$ cat src/rtl/acc_cpu_pkg.sv
package acc_cpu_pkg;

    localparam int WORD_W = 16;
    localparam int ADDR_W = 12;
    localparam int OPC_W  = WORD_W - ADDR_W;

    localparam logic [OPC_W-1:0] OPC_LOAD  = 4'b0001;
    localparam logic [OPC_W-1:0] OPC_STORE = 4'b0010;
    localparam logic [OPC_W-1:0] OPC_ADD   = 4'b0101;

    typedef enum logic [3:0] {
        ST_IDLE,
        ST_F_MAR,
        ST_F_REQ,
        ST_F_WAIT,
        ST_F_IR,
        ST_X_DEC,
        ST_X_REQ,
        ST_X_WAIT,
        ST_X_DO,
        ST_HALT
    } cpu_state_e;

    typedef struct packed {
        cpu_state_e          state;
        logic [ADDR_W-1:0]   pc;
        logic [ADDR_W-1:0]   mar;
        logic [WORD_W-1:0]   mbr;
        logic [WORD_W-1:0]   ir;
        logic [WORD_W-1:0]   ac;
        logic                ovf;
        logic                ill;
    } cpu_regs_t;

endpackage

$ cat src/rtl/acc_cpu_decode.sv
module acc_cpu_decode
    import acc_cpu_pkg::*;
(
    input  logic [OPC_W-1:0] opcode,
    output logic             is_load,
    output logic             is_store,
    output logic             is_add,
    output logic             is_illegal
);

    always_comb begin
        is_load    = 1'b0;
        is_store   = 1'b0;
        is_add     = 1'b0;
        is_illegal = 1'b0;
        unique case (opcode)
            OPC_LOAD:  is_load    = 1'b1;
            OPC_STORE: is_store   = 1'b1;
            OPC_ADD:   is_add     = 1'b1;
            default:   is_illegal = 1'b1;
        endcase
    end

endmodule

$ cat src/rtl/acc_cpu_smadd.sv
module acc_cpu_smadd #(
    parameter int W = 16
) (
    input  logic [W-1:0] a,
    input  logic [W-1:0] b,
    output logic [W-1:0] sum,
    output logic         ovf
);

    localparam int M = W - 1;

    logic         sa, sb, s_res;
    logic [M-1:0] ma, mb, m_res;
    logic [M:0]   wide;

    always_comb begin
        sa    = a[W-1];
        sb    = b[W-1];
        ma    = a[M-1:0];
        mb    = b[M-1:0];
        wide  = '0;
        ovf   = 1'b0;
        s_res = sa;
        if (sa == sb) begin
            wide  = {1'b0, ma} + {1'b0, mb};
            m_res = wide[M-1:0];
            ovf   = wide[M];
        end else if (ma >= mb) begin
            m_res = ma - mb;
            s_res = sa;
        end else begin
            m_res = mb - ma;
            s_res = sb;
        end
        if (m_res == '0) begin
            s_res = 1'b0;
        end
        sum = {s_res, m_res};
    end

endmodule

$ cat src/rtl/acc_cpu.sv
module acc_cpu
    import acc_cpu_pkg::*;
(
    input  logic              clk,
    input  logic              rst_n,
    input  logic              run,
    input  logic [ADDR_W-1:0] reset_vector,
    output logic [ADDR_W-1:0] mem_addr,
    output logic              mem_rd,
    output logic              mem_wr,
    output logic [WORD_W-1:0] mem_wdata,
    input  logic [WORD_W-1:0] mem_rdata,
    output logic              halted,
    output logic              illegal,
    output logic              overflow
);

    cpu_regs_t r_q, r_d;

    logic              dec_load, dec_store, dec_add, dec_ill;
    logic [WORD_W-1:0] add_sum;
    logic              add_ovf;

    acc_cpu_decode u_dec (
        .opcode     (r_q.ir[WORD_W-1:ADDR_W]),
        .is_load    (dec_load),
        .is_store   (dec_store),
        .is_add     (dec_add),
        .is_illegal (dec_ill)
    );

    acc_cpu_smadd #(.W(WORD_W)) u_add (
        .a   (r_q.ac),
        .b   (r_q.mbr),
        .sum (add_sum),
        .ovf (add_ovf)
    );

    // next-state computation
    always_comb begin
        r_d       = r_q;
        mem_rd    = 1'b0;
        mem_wr    = 1'b0;
        mem_addr  = r_q.mar;
        mem_wdata = r_q.mbr;
        unique case (r_q.state)
            ST_IDLE, ST_HALT: begin
                if (run) begin
                    r_d.pc    = reset_vector;
                    r_d.ac    = '0;
                    r_d.ovf   = 1'b0;
                    r_d.ill   = 1'b0;
                    r_d.state = ST_F_MAR;
                end
            end
            ST_F_MAR: begin
                r_d.mar   = r_q.pc;
                r_d.state = ST_F_REQ;
            end
            ST_F_REQ: begin
                mem_rd    = 1'b1;
                r_d.state = ST_F_WAIT;
            end
            ST_F_WAIT: begin
                r_d.mbr   = mem_rdata;
                r_d.state = ST_F_IR;
            end
            ST_F_IR: begin
                r_d.ir    = r_q.mbr;
                r_d.pc    = r_q.pc + 1'b1;
                r_d.state = ST_X_DEC;
            end
            ST_X_DEC: begin
                if (dec_ill) begin
                    r_d.ill   = 1'b1;
                    r_d.state = ST_HALT;
                end else begin
                    r_d.mar = r_q.ir[ADDR_W-1:0];
                    if (dec_store) begin
                        r_d.mbr = r_q.ac;
                    end
                    r_d.state = ST_X_REQ;
                end
            end
            ST_X_REQ: begin
                if (dec_store) begin
                    mem_wr    = 1'b1;
                    r_d.state = ST_F_MAR;
                end else begin
                    mem_rd    = 1'b1;
                    r_d.state = ST_X_WAIT;
                end
            end
            ST_X_WAIT: begin
                r_d.mbr   = mem_rdata;
                r_d.state = ST_X_DO;
            end
            ST_X_DO: begin
                if (dec_load) begin
                    r_d.ac = r_q.mbr;
                end else if (dec_add) begin
                    r_d.ac  = add_sum;
                    r_d.ovf = r_q.ovf | add_ovf;
                end
                r_d.state = ST_F_MAR;
            end
            default: r_d.state = ST_HALT;
        endcase
    end

    // state register
    always_ff @(posedge clk or negedge rst_n) begin
        if (!rst_n) begin
            r_q <= '{state: ST_IDLE, default: '0};
        end else begin
            r_q <= r_d;
        end
    end

    assign halted   = (r_q.state == ST_IDLE) || (r_q.state == ST_HALT);
    assign illegal  = r_q.ill;
    assign overflow = r_q.ovf;

    a_r8_excl_strobes: assert property (@(posedge clk) disable iff (!rst_n)
        !(mem_rd && mem_wr));

    a_r8_read_gap: assert property (@(posedge clk) disable iff (!rst_n)
        mem_rd |=> (!mem_rd && !mem_wr));

    a_r7_quiet_halted: assert property (@(posedge clk) disable iff (!rst_n)
        halted |-> (!mem_rd && !mem_wr));

    a_r7_illegal_halts: assert property (@(posedge clk) disable iff (!rst_n)
        $rose(r_q.ill) |-> (r_q.state == ST_HALT));

    a_r2_pc_step: assert property (@(posedge clk) disable iff (!rst_n)
        (r_q.state == ST_F_IR) |=> (r_q.pc == ADDR_W'($past(r_q.pc) + 1'b1)));

    a_r6_ovf_sticky: assert property (@(posedge clk) disable iff (!rst_n)
        (r_q.ovf && !halted) |=> r_q.ovf);

    a_r9_start_vector: assert property (@(posedge clk) disable iff (!rst_n)
        (halted && run) |=> (r_q.pc == $past(reset_vector) && !r_q.ill && !r_q.ovf));

    a_r9_busy_ignore: assert property (@(posedge clk) disable iff (!rst_n)
        (!halted && r_q.state != ST_F_IR) |=> (r_q.pc == $past(r_q.pc)));

endmodule

$ cat config.mk
export PLATFORM = sky130hd
export DESIGN_NAME = acc_cpu
export DESIGN_NICKNAME = d
export VERILOG_FILES = /design/src/rtl/acc_cpu_pkg.sv /design/src/rtl/acc_cpu_decode.sv /design/src/rtl/acc_cpu_smadd.sv /design/src/rtl/acc_cpu.sv
export SDC_FILE = /design/constraint.sdc
export NUM_CORES = 1
export LEC_CHECK = 0
export ABC_AREA = 0
export BUFFER_PORTS_ARGS = -buffer_cell sky130_fd_sc_hd__buf_4
export CAP_MARGIN = 10
export CORE_ASPECT_RATIO = 1.75
export CORE_MARGIN = 2
export CORE_UTILIZATION = 35
export CTS_CLUSTER_SIZE = 30
export DETAILED_ROUTE_END_ITERATION = 16
export PLACE_DENSITY_LB_ADDON = 0.2
export SLEW_MARGIN = 20
export SYNTH_ARGS = -nofsm -noshare
export SYNTH_HDL_FRONTEND = slang
export SYNTH_SLANG_ARGS = --single-unit
$ cat constraint.sdc
create_clock -name clk -period 6 [get_ports clk]
set_input_delay 0.3 -clock clk [delete_from_list [all_inputs] [get_ports clk]]
set_output_delay 0.3 -clock clk [all_outputs]
set_load 0.05 [all_outputs]
== After elaboration in Yosys (flattened, before gate mapping) ==
Cells that the tools add are included.
Word-level totals
  register bits: 78
  output and inout port bits: 33
  logic and storage cells: 84
Operators by class
  add/subtract/negate cells: 4
  magnitude comparators: 1
  equality and inequality tests: 22
  multiplexer cells: 29
  bitwise logic cells: 1
  reductions and logical operators: 18
Operators by type and width (count)
  two-way mux 16 bit: 3
  one-hot mux 12 bit (2 select lines): 2
  one-hot mux 4 bit (9 select lines): 1
  one-hot mux 17 bit (2 select lines): 1
  one-hot mux 16 bit (2 select lines): 1
  two-way mux 15 bit: 2
  subtractor 15 bit: 2
  two-way mux 28 bit: 1
  equality test 4 x 3 -> 1 bit (second input constant): 5
  two-way mux 18 bit: 1
  two-way mux 17 bit: 1
  adder 15 x 15 -> 16 bit: 1
  >= comparator 15 bit: 1
  logical NOT 15 bit: 1
  adder 12 x 1 -> 12 bit (second input constant): 1
  equality test 4 x 2 -> 1 bit (second input constant): 3
  two-way mux 1 bit: 12
  inequality test 2 bit (second input constant): 6
  nonzero test 2 bit: 5
  AND reduction 3 bit: 3
  equality test 4 x 1 -> 1 bit (second input constant): 2
  equality test 4 bit (second input constant): 2
  inequality test 4 bit (second input constant): 2
  AND reduction 5 bit: 1
  12 further kinds: 15

== Logic depth before layout (Yosys ltp) ==
Gate-level depths: netlist of the first run.
  depth in word-level cells: 8
  gate-level depth with buffers: 15

== By module ==
Synthesis of the first run repeated with hierarchy kept, for this count alone.
Second synthesis, totals
  cell total of the unflattened synthesis: 754
  area, all modules: 6389.9 um^2
By module, submodules not included
  acc_cpu: times used 1, cells each 417, area each 4037.6 um^2, seq. area each 1951.9 um^2
  acc_cpu_smadd: times used 1, cells each 332, area each 2308.5 um^2, seq. area each 0.0 um^2
  acc_cpu_decode: times used 1, cells each 5, area each 43.8 um^2, seq. area each 0.0 um^2

== Least setup slack after synthesis of the first run ==
OpenSTA, ideal clock, no wires.
  path type: register to register
  start point: register r_q[75] (netlist bit)
  end point: register r_q[17] (netlist bit)
  arrival time: 3.535 ns
  data required time: 5.919 ns
  slack: 2.383 ns
  stages on the path, launching flop included: 10
  buffers on the path: 2
  cells stage by stage: dfrtp_1 clkbuf_1 nor4_1 nand2_1 and2_1 clkbuf_1 a211o_1 a21oi_1 a21oi_1 a31oi_2
On the way
  word-level cells in the longest chain between the ends: 4
RTL lines
  start: declaration: RTL line acc_cpu.sv:18  | cpu_regs_t r_q, r_d;
  start signal: assignment: RTL line acc_cpu.sv:116  | r_q <= r_d;
  equality test 4 bit / logical NOT 4 bit (equally long branches): RTL line acc_cpu.sv:46  | unique case (r_q.state)
  OR reduction 2 bit: RTL line acc_cpu.sv:46
  inequality test 2 bit (no source line) / nonzero test 2 bit (equally long branches)
  AND reduction 5 bit (no source line)
Several ways; a longest one is shown, not always the timed one.
A chain may end at the register's enable or synchronous reset.

== Worst setup path after layout of the first run ==
  start point: register r_q (netlist bit mem_wdata[4])
  end point: register r_q[17] (netlist bit)
On the way
  word-level cells in the longest chain between the ends: 8
RTL lines
  subtractor 15 bit (tied with other cells): RTL line acc_cpu_smadd.sv:32  | m_res = mb - ma;
  two-way mux 15 bit: RTL line acc_cpu_smadd.sv:28  | end else if (ma >= mb) begin
  two-way mux 15 bit: RTL line acc_cpu_smadd.sv:24  | if (sa == sb) begin
  logical NOT 15 bit: RTL line acc_cpu_smadd.sv:35  | if (m_res == '0) begin
  two-way mux 1 bit: RTL line acc_cpu_smadd.sv:35
  two-way mux 17 bit: RTL line acc_cpu.sv:101  | end else if (dec_add) begin
  two-way mux 16 bit: RTL line acc_cpu.sv:99  | if (dec_load) begin
  one-hot mux 17 bit (2 select lines): RTL line acc_cpu.sv:46
Several ways; a longest one is shown, not always the timed one. The select of a mux whose other input is x is not followed.

==> results.yml, run 1 <==
run_status:
  status: "completed"
cts:
  clk_pin_slew_worst_paths_ns: 0.07
  root_buffer: "clkbuf_16"
  clock_latency_ns: 0.35
  cts_setup_buffers: 0
  cts_resized: 0
  cts_made_buffers: 9
  clock-sinks: 78
  cts_max_level: 3
  cts_tree: "done"
  clockBufferDepth: 2
  cts_hold_buffers: 1
floorplan:
  boundaryPins: 64
  fp.dieH_um: 177
  fp.dieArea_um2: 18200
  num_rows: 63
  die_x_um: 103
  coreArea_um2: 16900
  initial_core_util_pct: 35.5
routing:
  ant_nets: 0
  wl_per_cell_um: 18.8
  drc_errors: 0
  totalWireLength_um: 18600
  drt_iter0_markers: 171
  via_count: 5199
  vias_per_cell: 5.25
  first_pass_iters: 5
timing:
  whs_ns: 0.150
  setup_viol: 0
  fin_crit_sh_pct: 68.8
  tightest_slew_ns: 0.980
  final_hold_viol_count: 0
  rsz0062_at_grt: "no"
  period_needed_ns: 4.13
  max_slew_margin_pct: 33.8
  setup_tns_ns: 0
  fmax_ghz: 0.242
  clock-skew-final_ns: 0.0104
  slew_viol_final: 0
hold_path:
  min_to: "r_q[62]"
  hold_class: "input pin to flop"
  hold_depth: 3
  min-delay-start: "reset_vector[0]"
yosys:
  synth_top_family_by_area: "compound AO/OA/AOI/OAI gates"
  yosysWarningCount: 0
  synthCells: 741
  yosysSeqAreaShare_pct: 32.6
  ys_ff_latch: 78
  synth_flop_cell: "dfrtp_1"
  syn-cell-area_um2: 5980
  synthSimpleGateAreaFrac_pct: 17.2
  synth.avg_cell_area_um2: 8.08
  ys_async_sr_fraction_pct: 100
  synth_xor_area_share_pct: 2.20
  synth_edf_count: 0
  synth-compound-area-share_pct: 21.8
  synthAdderAreaFrac_pct: 11.5
  synthMuxAreaShare_pct: 5.25
  syn_nets: 825
  ys_types: 65
critical_path:
  r2r-start: "mem_wdata[4]"
  worstPathArrival_ns: 4.36
  rr_worst_depth: 12
  r2r_end: "r_q[17]"
  cp-startpoint: "mem_wdata[4]"
  critPathLaunchType: "flop"
  required_ns: 6.23
  reg2reg_slack_ns: 1.87
  end_kind: "flop"
  worstSetupPathType: "flop to flop"
  crit_fanout: 21
placed_design:
  place_hpwl_um: 14100
  place_congestion: 0.917
  placed_area_um2: 6430
  place_inst: 975
  io_buffers: 63
layout:
  area_growth_pct: 12.5
  nNetsFinal: 844
  drive_above_1_share_pct: 13.5
  diodes: 0
  fin_area_um2: 6730
  stdcell_count: 991
global_routing:
  grtUsageTotal_pct: 21.4
  grt_pass1_vias: 5360
  antenna_found_initial: 0
  grt_overflow_total: 0
  grt_max_degree: 58
  grt_pass1_wl_um: 29400
job:
  drv_cap: 0
registers in the layout (all words and copies together) (netlist names):
| signal | flops |
|---|---|
| illegal | 1 |
| r_q | 48 |
| overflow | 1 |
| mem_addr | 12 |
| mem_wdata | 16 |
cell families after synthesis:
| family | after synthesis |
|---|---|
| buffers and inverters | 113 |
| adder cells (fa/ha/maj) | 53 |
| AO/OA/AOI/OAI | 224 |
| XOR/XNOR | 15 |
| flip-flops | 78 |
| AND/OR/NAND/NOR | 227 |
| multiplexers | 31 |
Yosys cell counts, types with 3 or more instances:
master,count,area (µm²)
o21ai_0,45,225
a211oi_1,7,52.6
inv_1,46,173
fa_1,3,60.1
xnor2_1,9,78.8
clkbuf_1,29,109
xor2_1,6,52.6
a21oi_1,92,460
and2_1,5,31.3
nor3_1,9,45.0
nor2_1,96,360
a31oi_1,9,56.3
nand2b_1,7,43.8
o31ai_1,3,22.5
buf_2,5,25.0
dfrtp_1,78,1950
o211ai_1,5,37.5
o21ai_1,23,115
o21bai_1,3,22.5
ha_1,50,626
nand3b_1,4,30.0
mux2i_1,28,280
nand3_1,14,70.1
nor2b_1,8,50.1
buf_4,28,210
a21o_1,5,37.5
nand2_1,64,240
nand4_1,4,25.0
o22ai_1,7,43.8
worst max path at each step:
stage | to | cells after the start
6_report | r_q[17] | 12
5_1_grt | r_q[17] | 12
4_1_cts | r_q[17] | 12
3_5_place_dp | r_q[17] | 12
3_3_place_gp | r_q[17] | 12
2_1_floorplan | r_q[17] | 9
worst max-delay path, stage by stage, from the launching register on:
cell and delay, ns:
dfrtp_1 0.44, inv_1 0.11, ha_1 0.47, a21o_1 0.25
a211oi_1 0.35, a211oi_1 0.13, nand3b_4 0.40, or4_1 0.62
a31o_1 0.24, xnor2_1 0.44, nand3_1 0.22, nor3_2 0.22
a31oi_2 0.11
routing by layer:
metal	track usage (%)	vias to the layer above	wire length, µm	part of all wire [%]
li1	-	2564	-	-
met2	40.1	113	10300	55
met5	0	-	0	0
met1	23.5	2492	7150	38
met4	8.22	0	548	2.9
met3	3.12	30	596	3.2
cell usage in the layout (no fill, tap or decap), types with 7 or more instances in the layout:
| master | netlist | routed |
|---|---|---|
| mux2i_1 | 28 | 28 |
| buf_4 | 28 | 71 |
| xnor2_1 | 9 | 9 |
| nor2b_1 | 8 | 8 |
| ha_1 | 50 | 50 |
| nand2_1 | 64 | 64 |
| o21ai_0 | 45 | 45 |
| o22ai_1 | 7 | 7 |
| nand2b_1 | 7 | 7 |
| a31oi_1 | 9 | 9 |
| a21oi_1 | 92 | 92 |
| inv_1 | 46 | 46 |
| nor3_1 | 9 | 9 |
| nand3_1 | 14 | 14 |
| dfrtp_1 | 78 | 78 |
| a211oi_1 | 7 | 7 |
| clkbuf_16 | 0 | 9 |
| o21ai_1 | 23 | 23 |
| nor2_1 | 96 | 96 |
area by class of cell:
| type | count | area, µm² |
|---|---|---|
| clock buffers | 9 | 225 |
| clock inverters | 6 | 63.8 |
| fillers | 1802 | 10100 |
| inverters | 49 | 184 |
| multi-input cells | 550 | 3480 |
| flip-flops and latches | 78 | 1950 |
| well taps | 227 | 284 |
| repair buffers | 72 | 543 |
through the flow:
stage / worst slack, ns / util [%]
finish: 1.87 / 39.9
global route: 1.68 / 39.9
CTS: 1.82 / 39.9
detailed placement: 1.83 / 38.1
global placement: 1.85 / 38.1
floorplan: 2.38 / -
Power of run 1 is not shown: default switching activity piles up to over one toggle a cycle in this logic, so the estimate is an artifact.
==> run 2: changes to the inputs <==
==> constraint.sdc (replaced) <==
create_clock -name clk -period 3.4 [get_ports clk]
set_input_delay 0.17 -clock clk [delete_from_list [all_inputs] [get_ports clk]]
set_output_delay 0.17 -clock clk [all_outputs]
set_load 0.05 [all_outputs]
==> run 2 against run 1 <==
Net effect: flip-flop and latch count stayed put; worst hold slack worse by 0.094 ns; routed wire length rose by 1.7%; global-route usage is 0.26 points higher; sequential share of layout area decreased by 1.5 points; first-iteration DRC count grew 19%; clock skew decreased by 0.0014 ns; count of clock-buffer cells in the layout grew 1; cell count rose by 4.1%.
==> results.yml, run 2 (synthesis gave the netlist of run 1 again) <==
cts:
  root_buffer: "clkbuf_16"
  cts_made_buffers: 9
  clock_latency_ns: 0.36
  clk_pin_slew_worst_paths_ns: 0.07
  clockBufferDepth: 2
  clock-sinks: 78
  cts_max_level: 3
  cts_tree: "done"
timing:
  max_slew_margin_pct: 40.3
  setup_tns_ns: 0
  slew_viol_final: 0
  period_needed_ns: 3.26
  fmax_ghz: 0.307
  final_hold_viol_count: 0
  clock-skew-final_ns: 0.00906
  tightest_slew_ns: 0.895
  setup_viol: 0
  whs_ns: 0.0566
  timing.final.ws_setup_ns: 0.138
  fin_crit_sh_pct: 95.9
global_routing:
  grt_overflow_total: 0
  grt_pass1_vias: 5572
  grt_max_degree: 79
  grtUsageTotal_pct: 21.6
  grt_pass1_wl_um: 29900
  antenna_found_initial: 0
hold_path:
  hold_class: "input pin to flop"
critical_path:
  worstPathArrival_ns: 3.50
  required_ns: 3.64
  worstSetupPathType: "flop to flop"
  crit_fanout: 11
  end_kind: "flop"
  critPathLaunchType: "flop"
floorplan:
  fp.dieArea_um2: 18200
  num_rows: 63
  coreArea_um2: 16900
  die_x_um: 103
  initial_core_util_pct: 35.5
  fp.dieH_um: 177
  boundaryPins: 64
placed_design:
  io_buffers: 63
  place_hpwl_um: 14200
  place_inst: 1010
  pre_cts_ws_ns: -0.113
  place_congestion: 0.922
layout:
  largest_reg_flops: 48
  drive_above_1_share_pct: 18.6
  regMostFlops: "r_q"
  diodes: 0
  area_growth_pct: 18.7
  num-fill-cells: 1799
  layout_commonest_cell: "buf_4"
  final_cell_mix: "buf_4 (108), nor2_1 (96), a21oi_1 (90)"
  stdcell_count: 1032
  nNetsFinal: 884
routing:
  drc_errors: 0
  totalWireLength_um: 18900
  wl_per_cell_um: 18.3
  via_count: 5407
  first_pass_iters: 4
  vias_per_cell: 5.24
  drt_iter0_markers: 204
  ant_nets: 0
job:
  drv_cap: 0
run_status:
  status: "completed"
## run 2: cell types whose count changed in the layout (fill, tap and decap cells not counted), moves of 2 or more
cell,change
a21oi_1,-2
a21oi_2,+2
buf_4,+37
clkinv_2,-2
ha_1,-2
inv_6,+2
## run 2: layer usage
layer	vias to the layer above	track usage [%]	share of wire (%)
met5	-	0	0
met4	0	9.70	3.9
met3	41	2.73	2.8
met2	115	41.0	56
met1	2600	23.0	38
li1	2651	-	-
## run 2: layout make-up
class / instances / area (µm²) / share of cell area (%)
flip-flops and latches: 78 / 1950 / 27.5
repair buffers: 112 / 862 / 12.1
well taps: 227 / 284 / 4.00
inverters: 49 / 184 / 2.59
clock buffers: 10 / 229 / 3.22
clock inverters: 6 / 70.1 / 0.987
multi-input cells: 550 / 3520 / 49.6
## run 2: per-stage QoR
stage / area, µm² / utilization, %
2_1_floorplan: 5990 / -
3_3_place_gp: 6690 / 39.7
3_5_place_dp: 6690 / 39.7
4_1_cts: 7010 / 41.6
5_1_grt: 7100 / 42.1
6_report: 7100 / 42.1
## run 2: worst max-delay path, stage by stage, from the launching register on
cell,delay (ns)
dfrtp_1,0.42
ha_1,0.34
nand3_1,0.16
or4_1,0.54
a21o_1,0.22
nand3b_4,0.19
mux2_1,0.34
o21ai_1,0.16
xor2_1,0.28
nand3_1,0.15
nor3_2,0.22
a31oi_2,0.10
## run 2: final timing paths
check                              startpoint       endpoint  slack, ns  depth (start not counted)
max in group asynchronous               rst_n   mem_addr[11]       2.41                          2
min in group asynchronous               rst_n   mem_wdata[5]       0.42                          2
worst min register to register        r_q[19]        r_q[19]       0.49                          2
worst min-delay path            mem_rdata[10]  mem_wdata[10]       0.06                          3
worst max register to register         r_q[6]        r_q[17]       0.14                         11
worst max-delay path                   r_q[6]        r_q[17]       0.14                         11
## run 2: repair_timing
item	in CTS	in global routing
setup buffers	0	4
setup endpoints to repair	2	2
resized for setup	2	7
hold buffers	1	1
hold endpoints to repair	1	78
Power of run 2 is left out for the same reason.
